--- src/rtl/wdog_pkg.sv ---
package wdog_pkg;

    typedef enum logic [1:0] {
        WD_OFF   = 2'd0,
        WD_ARMED = 2'd1,
        WD_FIRE  = 2'd2,
        WD_HOLD  = 2'd3
    } wd_state_e;

    typedef enum logic {
        SEL_CTRL = 1'b0,
        SEL_STAT = 1'b1
    } reg_sel_e;

    localparam int        CNT_W     = 7;
    localparam logic [CNT_W-1:0] CNT_RELOAD = 7'h7F;
    localparam logic [CNT_W-1:0] CNT_EDGE   = 7'h40;

endpackage

--- src/rtl/wdog_prescaler.sv ---
module wdog_prescaler #(
    parameter int DIV = 12288
) (
    input  logic clk,
    input  logic por_n,
    input  logic wdg_rst,
    input  logic run,
    input  logic restart,
    output logic tick
);
    localparam int W = (DIV > 1) ? $clog2(DIV) : 1;
    localparam logic [W-1:0] LAST = W'(DIV - 1);

    logic [W-1:0] pre_q;

    assign tick = run && (pre_q == LAST);

    always_ff @(posedge clk or negedge por_n) begin
        if (!por_n) begin
            pre_q <= '0;
        end else if (wdg_rst || restart || !run || tick) begin
            pre_q <= '0;
        end else begin
            pre_q <= pre_q + 1'b1;
        end
    end

    generate
        if (DIV > 1) begin : g_restart_chk

            restart_no_tick_chk: assert property (@(posedge clk) disable iff (!por_n)
                restart |=> !tick);
        end
    endgenerate

endmodule

--- src/rtl/wdog_regs.sv ---
module wdog_regs
    import wdog_pkg::*;
(
    input  logic             clk,
    input  logic             por_n,
    input  logic             wdg_rst,
    input  logic             ctrl_we,
    input  logic             stat_we,
    input  logic [7:0]       wdata,
    input  logic             tick,
    input  logic             sel,
    output logic             act_q,
    output logic [CNT_W-1:0] cnt_q,
    output logic             flag_q,
    output logic [7:0]       rdata
);

    always_ff @(posedge clk or negedge por_n) begin
        if (!por_n) begin
            act_q <= 1'b0;
            cnt_q <= CNT_RELOAD;
        end else if (wdg_rst) begin
            act_q <= 1'b0;
            cnt_q <= CNT_RELOAD;
        end else if (ctrl_we) begin
            act_q <= act_q | wdata[7];
            cnt_q <= wdata[CNT_W-1:0];
        end else if (tick) begin
            cnt_q <= cnt_q - 1'b1;
        end
    end

    always_ff @(posedge clk or negedge por_n) begin
        if (!por_n) begin
            flag_q <= 1'b0;
        end else if (wdg_rst) begin
            flag_q <= 1'b1;
        end else if (stat_we) begin
            flag_q <= flag_q & wdata[0];
        end
    end

    always_comb begin
        unique case (reg_sel_e'(sel))
            SEL_CTRL: rdata = {act_q, cnt_q};
            SEL_STAT: rdata = {7'b0, flag_q};
            default:  rdata = 8'h00;
        endcase
    end


    act_latch_chk: assert property (@(posedge clk) disable iff (!por_n)
        $fell(act_q) |-> $past(wdg_rst));


    flag_set_chk: assert property (@(posedge clk) disable iff (!por_n)
        $rose(flag_q) |-> $past(wdg_rst));


    cnt_hold_chk: assert property (@(posedge clk) disable iff (!por_n)
        !$stable(cnt_q) |-> $past(ctrl_we || tick || wdg_rst));

endmodule

--- src/rtl/wdog_fsm.sv ---
module wdog_fsm
    import wdog_pkg::*;
(
    input  logic             clk,
    input  logic             por_n,
    input  logic             wdg_rst,
    input  logic             active,
    input  logic             ctrl_we,
    input  logic [1:0]       wtop,
    input  logic             act_q,
    input  logic             strap,
    input  logic             halt,
    input  logic             tick,
    input  logic [CNT_W-1:0] cnt,
    output logic             pending,
    output logic             rst_req
);
    wd_state_e state_q, state_d;
    logic sw_fire, halt_fire, to_fire, fire;

    always_comb begin
        sw_fire   = ctrl_we && (act_q || wtop[1] || strap) && !wtop[0];
        halt_fire = halt && active;
        to_fire   = tick && (cnt == CNT_EDGE) && !ctrl_we;
        fire      = sw_fire || halt_fire || to_fire;
    end

    always_comb begin
        state_d = state_q;
        unique case (state_q)
            WD_OFF:   state_d = fire ? WD_FIRE : (active ? WD_ARMED : WD_OFF);
            WD_ARMED: state_d = fire ? WD_FIRE : (active ? WD_ARMED : WD_OFF);
            WD_FIRE:  state_d = WD_HOLD;
            WD_HOLD:  state_d = WD_HOLD;
            default:  state_d = WD_OFF;
        endcase
        if (wdg_rst) state_d = WD_OFF;
    end

    always_ff @(posedge clk or negedge por_n) begin
        if (!por_n) state_q <= WD_OFF;
        else        state_q <= state_d;
    end

    always_comb begin
        rst_req = (state_q == WD_FIRE);
        pending = (state_q == WD_FIRE) || (state_q == WD_HOLD);
    end


    pulse_one_chk: assert property (@(posedge clk) disable iff (!por_n)
        rst_req |=> !rst_req);


    hold_stay_chk: assert property (@(posedge clk) disable iff (!por_n)
        (state_q == WD_HOLD && !wdg_rst) |=> (state_q == WD_HOLD));


    halt_fire_chk: assert property (@(posedge clk) disable iff (!por_n)
        (state_q == WD_ARMED && halt && !wdg_rst) |=> rst_req);

endmodule

--- src/rtl/wdog_core.sv ---
module wdog_core
    import wdog_pkg::*;
#(
    parameter int DIV = 12288
) (
    input  logic       clk,
    input  logic       por_n,
    input  logic       wdg_rst_i,
    input  logic       hw_strap_i,
    input  logic       halt_i,
    input  logic       bus_addr_i,
    input  logic       bus_we_i,
    input  logic [7:0] bus_wdata_i,
    output logic [7:0] bus_rdata_o,
    output logic       rst_req_o
);
    logic             act_q, flag_q, pending, active, run, tick;
    logic             ctrl_we, stat_we;
    logic [CNT_W-1:0] cnt_q;

    assign active  = act_q | hw_strap_i;
    assign run     = active && !pending;
    assign ctrl_we = bus_we_i && (bus_addr_i == SEL_CTRL) && !pending;
    assign stat_we = bus_we_i && (bus_addr_i == SEL_STAT);

    wdog_prescaler #(.DIV(DIV)) u_pre (
        .clk     (clk),
        .por_n   (por_n),
        .wdg_rst (wdg_rst_i),
        .run     (run),
        .restart (ctrl_we),
        .tick    (tick)
    );

    wdog_regs u_regs (
        .clk     (clk),
        .por_n   (por_n),
        .wdg_rst (wdg_rst_i),
        .ctrl_we (ctrl_we),
        .stat_we (stat_we),
        .wdata   (bus_wdata_i),
        .tick    (tick),
        .sel     (bus_addr_i),
        .act_q   (act_q),
        .cnt_q   (cnt_q),
        .flag_q  (flag_q),
        .rdata   (bus_rdata_o)
    );

    wdog_fsm u_fsm (
        .clk     (clk),
        .por_n   (por_n),
        .wdg_rst (wdg_rst_i),
        .active  (active),
        .ctrl_we (ctrl_we),
        .wtop    (bus_wdata_i[7:6]),
        .act_q   (act_q),
        .strap   (hw_strap_i),
        .halt    (halt_i),
        .tick    (tick),
        .cnt     (cnt_q),
        .pending (pending),
        .rst_req (rst_req_o)
    );


    wrst_reload_chk: assert property (@(posedge clk) disable iff (!por_n)
        wdg_rst_i |=> (cnt_q == CNT_RELOAD && !act_q && flag_q && !rst_req_o));

endmodule

--- config.mk ---
export PLATFORM = sky130hd
export DESIGN_NAME = wdog_core
export DESIGN_NICKNAME = d
export VERILOG_FILES = /design/src/rtl/wdog_pkg.sv /design/src/rtl/wdog_prescaler.sv /design/src/rtl/wdog_regs.sv /design/src/rtl/wdog_fsm.sv /design/src/rtl/wdog_core.sv
export SDC_FILE = /design/constraint.sdc
export NUM_CORES = 1
export LEC_CHECK = 0
export BUFFER_PORTS_ARGS = -buffer_cell sky130_fd_sc_hd__clkbuf_2
export CORE_AREA = 4 4 76 78
export CTS_CLUSTER_DIAMETER = 60
export DETAILED_ROUTE_END_ITERATION = 12
export DIE_AREA = 0 0 80 82
export GPL_TIMING_DRIVEN = 0
export PLACE_DENSITY_LB_ADDON = 0.25
export SYNTH_ARGS = -nofsm -noshare
export SYNTH_HDL_FRONTEND = slang
export SYNTH_SLANG_ARGS = --single-unit
--- constraint.sdc ---
create_clock -name clk -period 1.98 [get_ports clk]
set_input_delay 0.099 -clock clk [delete_from_list [all_inputs] [get_ports clk]]
set_output_delay 0.099 -clock clk [all_outputs]
set_load 0.1 [all_outputs]
==> After elaboration in Yosys (flattened, before gate mapping) <==
Index checks and enable logic that the tools add are counted.
{ "word_totals": {"regBits": 25, "in_bits": 15} }
{ "op_classes": {"add_sub_neg": 2, "n_eq_ne": 5, "n_mux": 13, "bitwise": 4, "n_reduce_logical": 28} }
{ "ops": {"columns": ["op", "n"], "rows": [
  ["$mux 7", 3],
  ["$pmux 8 s2", 1],
  ["$add 14x1->14 const B", 1],
  ["$eq 14x14->1 const B", 1],
  ["$mux 14", 1],
  ["$logic_and 1x1->1", 10],
  ["$logic_or 1x1->1", 8],
  ["$eq 7x7->1 const B", 1],
  ["$sub 7x1->7 const B", 1],
  ["$mux 1", 5],
  ["$eq 2x2->1 const B", 2],
  ["$logic_not 1->1", 4],
  ["$mux 2", 2],
  ["$pmux 2 s2", 1],
  ["$reduce_bool 2->1", 2],
  ["$reduce_or 2->1", 2],
  ["$reduce_bool 3->1", 1],
  ["$eq 2x1->1 const B", 1],
  ["$logic_not 2->1", 1],
  ["$or 1x1->1", 2],
  ["$and 1x1->1", 1],
  ["$not 1->1", 1]
]} }

==> Logic depth before layout (Yosys ltp) <==
Gate-level depths: netlist of the first run.
{ "depth": {"ltp_word": 11, "depth_mapped": 6} }

==> Cells and area by module <==
A second synthesis of the first run with hierarchy kept.
{ "hier_totals": {"cells_unflattened": 152, "area_unflattened_um2": 1468.9} }
{ "modules_own_cells": {"columns": ["mod", "instances", "cells_each", "area_each_um2", "seq_area_each_um2"], "rows": [
  ["wdog_prescaler", 1, 74, 716.9, 350.3],
  ["wdog_regs", 1, 60, 589.3, 234.0],
  ["wdog_fsm", 1, 14, 127.6, 50.0],
  ["wdog_core", 1, 4, 35.0, 0.0]
]} }

==> Least setup slack after synthesis of the first run <==
Ideal clock, no wire load.
{ "synth_path": {"path_kind": "register to output", "from": "register u_regs.cnt_q[0]", "to": "output bus_rdata_o[0]", "t_arrival_ns": 2.719, "required_ns": 1.881, "setup_slack_ns": -0.838, "path_stages_with_launch": 3, "path_buffers": 0, "cell_sequence": "dfstp_2 > inv_1 > o21ai_0"} }
{ "synth_between": {"elab_chain_len": 1} }
{ "synth_lines": {"columns": ["element", "line", "text"], "rows": [
  ["start: declaration", "wdog_regs.sv:13", "output logic [CNT_W-1:0] cnt_q,"],
  ["start signal: assignment", "wdog_regs.sv:27", "cnt_q <= wdata[CNT_W-1:0];"],
  ["start signal: assignment", "wdog_regs.sv:29", "cnt_q <= cnt_q - 1'b1;"],
  ["$pmux 8 s2", "wdog_regs.sv:44", "unique case (reg_sel_e'(sel))"],
  ["end: declaration", "wdog_core.sv:14", "output logic [7:0] bus_rdata_o,"]
]} }
No other way between the ends.

==> Worst setup path in the final report of the first run <==
{ "layout_path": {"from": "register u_pre.pre_q[0]", "to": "register u_regs.cnt_q[6]"} }
{ "layout_between": {"elab_chain_len": 3} }
{ "layout_lines": {"columns": ["element", "line", "text"], "rows": [
  ["start: declaration", "wdog_prescaler.sv:14", "logic [W-1:0] pre_q;"],
  ["start signal: assignment", "wdog_prescaler.sv:24", "pre_q <= pre_q + 1'b1;"],
  ["$eq 14x14->1", "wdog_prescaler.sv:16", "assign tick = run && (pre_q == LAST);"],
  ["$logic_and 1x1->1", "wdog_prescaler.sv:16", null],
  ["$reduce_bool 3->1 (no line)", null, null]
]} }
No other way between the ends.
A chain may end at the register's enable or synchronous reset.

==> results of run 1 <==
-- worst paths after layout --
path | to | from
max | u_regs.cnt_q[6]$_DFFE_PN1P_ | u_pre.pre_q[0]$_DFF_PN0_
min | u_regs.cnt_q[1]$_DFFE_PN1P_ | bus_wdata_i[1]
max reg2reg | u_regs.cnt_q[6]$_DFFE_PN1P_ | u_pre.pre_q[0]$_DFF_PN0_
min reg2reg | u_regs.flag_q$_DFFE_PN0P_ | u_regs.flag_q$_DFFE_PN0P_
max in group asynchronous | u_pre.pre_q[2]$_DFF_PN0_ | por_n
min in group asynchronous | u_regs.act_q$_DFFE_PN0P_ | por_n
-- metal layers --
layer	part of all wire, %	up-vias	wire length, um
met5	0	-	0
met4	0.69	0	24
met3	4.7	2	163
met2	43	23	1510
met1	51	615	1800
li1	-	669	-
-- through the flow --
stage	area, um2	utilization (%)	cells	power, mW	hold WS [ns]
final	1860	36.6	267	1.08	0.0645
after global routing	1860	36.6	267	1.13	0.0957
after CTS	1800	35.5	265	1.10	0.0623
after detailed placement	1690	33.3	259	0.777	0.168
after global placement	1690	33.3	259	0.777	0.169
after floorplan	1490	-	167	0.717	-0.197
-- cells in the final DEF, fill, tap and decap left out, types with 2 or more instances in the layout --
cell type	netlist	final
clkbuf_8	0	3
and3_1	5	5
a211oi_1	2	2
o21ai_0	4	3
o31ai_1	2	2
clkbuf_1	6	4
nor4_1	4	4
inv_1	6	6
xnor2_1	4	4
or4_1	4	2
dfrtp_2	0	2
or3_1	6	5
nand3_1	8	8
dfrtp_1	18	16
nor2b_2	0	6
a21oi_1	7	7
clkbuf_2	0	24
and4_1	2	2
dfstp_2	7	7
ha_1	3	2
nand2_1	11	10
a31oi_1	2	2
nor3_1	14	14
buf_4	0	4
nor2b_1	8	2
nor4_4	0	2
xor2_1	5	5
nor2_1	17	16
nand4_1	5	5
or4_4	0	2
-- area by class of cell --
| cell class | instances | area share, % |
|---|---|---|
| buffer | 7 | 2.02 |
| inverter | 6 | 1.21 |
| tap | 70 | 4.71 |
| multi-input combinational | 128 | 47.3 |
| sequential | 25 | 34.3 |
| clock buffer | 4 | 2.42 |
| timing repair buffer | 27 | 8.08 |
-- power by group --
part           switching (mW)  internal [mW]
logic                   0.175         0.0567
clock network           0.159          0.144
registers              0.0136          0.531
total                   0.348          0.732
-- timing repair --
action	in CTS	in global routing
resized for setup	9	13
hold buffers	1	0
pin swaps	1	3
cloned	0	0
endpoints found under the setup margin	16	15
buffers inserted	1	3
endpoints found under the hold margin	18	0
-- registers in the layout, indices dropped and copies added, names as in the netlist --
name and cells:
u_fsm.state_q 2, u_pre.pre_q 14, u_regs.act_q 1, u_regs.cnt_q 7
u_regs.flag_q 1
-- worst max-delay path, stage by stage, from the launching register on --
cell	delay (ns)
dfrtp_1	0.40
ha_4	0.16
nand2_4	0.07
or4_4	0.49
buf_6	0.15
or3_4	0.36
a221oi_2	0.24
-- kinds of logic after synthesis --
family	share of synthesized area, %
buffers and inverters	3.73
AOI/OAI and AO/OA	10.0
adders and majority gates	2.55
xor gates and xnor gates	5.35
DFF	43.0
and+or+nand+nor	35.3
==> impl_metrics.tcl, run 1 <==
set metrics [dict create \
    synth_flop_cell "dfrtp_1" \
    worstPathRequired_ns 2.17 \
    synth_most_common_cell "dfrtp_1" \
    yosysSeqAreaShare_pct 43.0 \
    syn2layout_area_growth_pct 26.1 \
    drive_gt1_share_pct 32.0 \
    grt_busiest_layer "met2" \
    routed_via_density 4.90 \
    port_buffers 22 \
    syn_inst 167 \
    whs_path_depth 3 \
    cts_buffers 3 \
    grt_use_met1_pct 17.0 \
    ys_ff_latch 25 \
    report.final.slew_viol_count 0 \
    grt-ovfl-total 0 \
    synth_top_area_share_pct 30.6 \
    cts.sinks 25 \
    synth_top_area_cell "dfrtp_1" \
    setup_violations 0 \
    ys_warn_count 0 \
    remaining_drc_errors 0 \
    htreeDepth 1 \
    syn_nets 185 \
    fmax_mhz 513 \
    synth_edf_count 0 \
    rr_worst_depth 6 \
    initial_core_util_pct 29.0 \
    seq_area_um2 637 \
    final_nets 216 \
    postSynthAreaPerCell_um2 8.83 \
    die-height_um 82 \
    p_leak_nw 0.761 \
    status "complete, no violations" \
    yosysUniqueCellTypes 38 \
    core_um2 5070 \
    hold_viol 0 \
    use_met3_pct 2.85 \
    syn-cell-area_um2 1470 \
    critPathMaxFanout 8 \
    final.min_clock_period_ns 1.95 \
    ios 24 \
    die_w_um 80 \
    synth_common_cells "18 x dfrtp_1, 17 x nor2_1, 14 x nor3_1" \
    drt-wirelength-per-cell_um 13.1 \
    cp-start-kind "register" \
    n_antenna_cell 0 \
    finalSetupTns_ns 0 \
    async_flop_share_pct 100 \
    cts.clk_slew.worst_paths_ns 0.09 \
    place_ws_ns -0.224 \
    grtUsageMet2_pct 17.5 \
    multi_input_area_um2 880 \
    clk_latency_ns 0.27 \
    slew_headroom_pct 56.5 \
    die-area_um2 6560 \
    place.gp.congestion 0.801 \
    grt_start_max_net_pins 26 \
    max_cap_violations 0 \
    grt_pass1_wl_um 6110 \
    dp_hpwl_um 2560 \
    synth.top_cells.by_area "dfrtp_1 31%, dfstp_2 12%, nor3_1 4.8%" \
    hold_path_class "input pin to register" \
    min_period_over_period_pct 98.5 \
    rsz0062_at_grt "true" \
    n_fill_cell 566 \
    cts_tree "yes" \
    cellPowerDensity_nw_per_um2 580 \
    rrSetupSlack_ns 0.03 \
    totalWireLength_um 3500 \
    drtAntennaViolNets 0 \
    cp.arrival_ns 2.14 \
    cts-root-buf "clkbuf_8" \
    clockBufferDepth 2 \
    dr.first_iter.drc_count 70 \
    irDropWorstVdd_v 0.000289 \
    crit_type "register to register" \
    grt_pass1_vias 1259 \
    antenna_found_initial 0 \
    worst_slew_pin_slew_ns 0.652 \
    crit_path_end_kind "register" \
    fin_ws_ns 0.0301 \
    rows 26 \
    finClkSkew_ns 0.00393 \
    vias 1309 \
    firstDrtPassIters 4 \
    grt_use_total_pct 11.7 \
]
Power figures use the tool's default switching activity.
==> inputs of run 2 (changes only) <==
CORE_AREA = 3 3 75 77   (was 4 4 76 78)
DIE_AREA = 0 0 78 80   (was 0 0 80 82)
==> impl_metrics.tcl, run 2 (same netlist as run 1, synthesis figures left out) <==
set metrics [dict create \
    stdcell_area_um2 1870 \
    final_nets 218 \
    finClkSkew_ns 0.0100 \
    totalWireLength_um 3560 \
    rows 26 \
    postPlaceCellArea_um2 1690 \
    clk_latency_ns 0.27 \
    die-height_um 80 \
    hold_path_class "input pin to register" \
    final.min_clock_period_ns 1.96 \
    drt-wirelength-per-cell_um 13.2 \
    fin_util_pct 36.9 \
    crit_type "register to register" \
    initial_core_util_pct 29.0 \
    final_common_cell "clkbuf_2" \
    irDropWorstVdd_v 0.000279 \
    core_um2 5070 \
    p_leak_nw 0.765 \
    die_w_um 78 \
    clockBufferDepth 2 \
    cp-start-kind "register" \
    crit_slowest_cell "or4_4" \
    path_delay_family "simple AND/OR/NAND/NOR gates" \
    grt_pass1_wl_um 5940 \
    cts_tree "yes" \
    report.final.slew_viol_count 0 \
    grt_use_total_pct 11.7 \
    largest_reg_flops 14 \
    cts_buffers 3 \
    crit_buf_inv 1 \
    drtAntennaViolNets 0 \
    routed_via_density 5.00 \
    status "complete, no violations" \
    cellPowerDensity_nw_per_um2 580 \
    worstPathRequired_ns 2.17 \
    cts.sinks 25 \
    vias 1346 \
    dp_hpwl_um 2540 \
    hold_viol 0 \
    remaining_drc_errors 0 \
    critPathMaxFanout 8 \
    grt_pass1_vias 1273 \
    cts-root-buf "clkbuf_8" \
    dr.first_iter.drc_count 66 \
    n_antenna_cell 0 \
    die-area_um2 6240 \
    cp.arrival_ns 2.15 \
    cp_cell_sequence "ha_4 > nand2_4 > or4_4 > buf_6 > or3_4 > a221oi_2" \
    firstDrtPassIters 4 \
    htreeDepth 1 \
    min_period_over_period_pct 98.8 \
    top_register "u_pre.pre_q" \
    setup_violations 0 \
    fmax_mhz 511 \
    ios 24 \
    antenna_found_initial 0 \
    syn2layout_area_growth_pct 27.0 \
    reg_top3 "u_pre.pre_q: 14 flops, u_regs.cnt_q: 7 flops, u_fsm.state_q: 2 flops" \
    cpPeakStageDelay_ns 0.52 \
    grt-ovfl-total 0 \
    rsz0062_at_grt "true" \
    crit_path_end_kind "register" \
    slew_headroom_pct 56.3 \
    final_cell_mix "22 x clkbuf_2, 17 x dfrtp_1, 16 x nor2_1, 14 x nor3_1, 10 x nand2_1" \
    max_cap_violations 0 \
    grt_start_max_net_pins 26 \
    drive_gt1_share_pct 31.2 \
    place.gp.congestion 0.787 \
    worst_slew_pin_slew_ns 0.655 \
    cts.clk_slew.worst_paths_ns 0.09 \
    port_buffers 22 \
]
-- run 2: final cells by class --
class | count | area, um2
inverters | 6 | 22.5
well taps | 70 | 87.6
plain buffers | 7 | 35.0
clock buffers | 4 | 45.0
repair buffers | 29 | 165
flip-flops and latches | 25 | 636
fillers | 550 | 3200
multi-input cells | 128 | 881
-- run 2: where the power goes --
part	internal (mW)	switching, mW
Combinational	0.0551	0.170
Clock	0.144	0.167
Sequential	0.532	0.0181
Total	0.731	0.356
-- run 2: routing by layer --
metal	routed length [um]	track usage, %	part of all wire, %	vias up
met2	1610	18.9	45	37
met1	1740	16.0	49	641
li1	-	-	-	666
met4	24	2.62	0.67	0
met3	185	2.60	5.2	2
met5	0	0	0	-
-- run 2: path summary, 6_finish.rpt --
kind                                           startpoint                          end  slack [ns]  cells after the start
worst max-delay path             u_pre.pre_q[0]$_DFF_PN0_  u_regs.cnt_q[6]$_DFFE_PN1P_        0.02                      6
worst min-delay path                       bus_wdata_i[1]  u_regs.cnt_q[1]$_DFFE_PN1P_        0.06                      3
worst max register to register   u_pre.pre_q[0]$_DFF_PN0_  u_regs.cnt_q[6]$_DFFE_PN1P_        0.02                      6
worst min register to register  u_regs.flag_q$_DFFE_PN0P_    u_regs.flag_q$_DFFE_PN0P_        0.51                      2
max in group asynchronous                           por_n   u_fsm.state_q[1]$_DFF_PN0_        1.14                      2
min in group asynchronous                           por_n    u_pre.pre_q[10]$_DFF_PN0_        0.38                      2
-- run 2: worst register-to-register path, cell delays in order (launching register included) --
cell and delay, ns:
dfrtp_1 0.40, ha_4 0.17, nand2_4 0.07, or4_4 0.52, buf_6 0.15, or3_4 0.32, a221oi_2 0.25
-- run 2: what timing repair did --
item                       4_1_cts  5_1_grt
hold endpoints to repair        18        0
setup endpoints to repair       15       17
buffers inserted                 1        5
hold buffers                     1        0
pin swaps                        1        6
gates resized for setup          6       12
cloned                           0        0
-- run 2: per-stage QoR --
step	std cells	hold slack (ns)	setup slack, ns	setup TNS (ns)	total power, mW
CTS	264	0.0541	0.00697	0	1.10
finish	269	0.0552	0.0245	0	1.09
global placement	259	0.165	-0.192	-2.06	0.777
floorplan	167	-0.197	0.0256	0	0.717
global route	269	0.0772	-0.0400	-0.0400	1.14
detailed placement	259	0.166	-0.225	-2.33	0.777
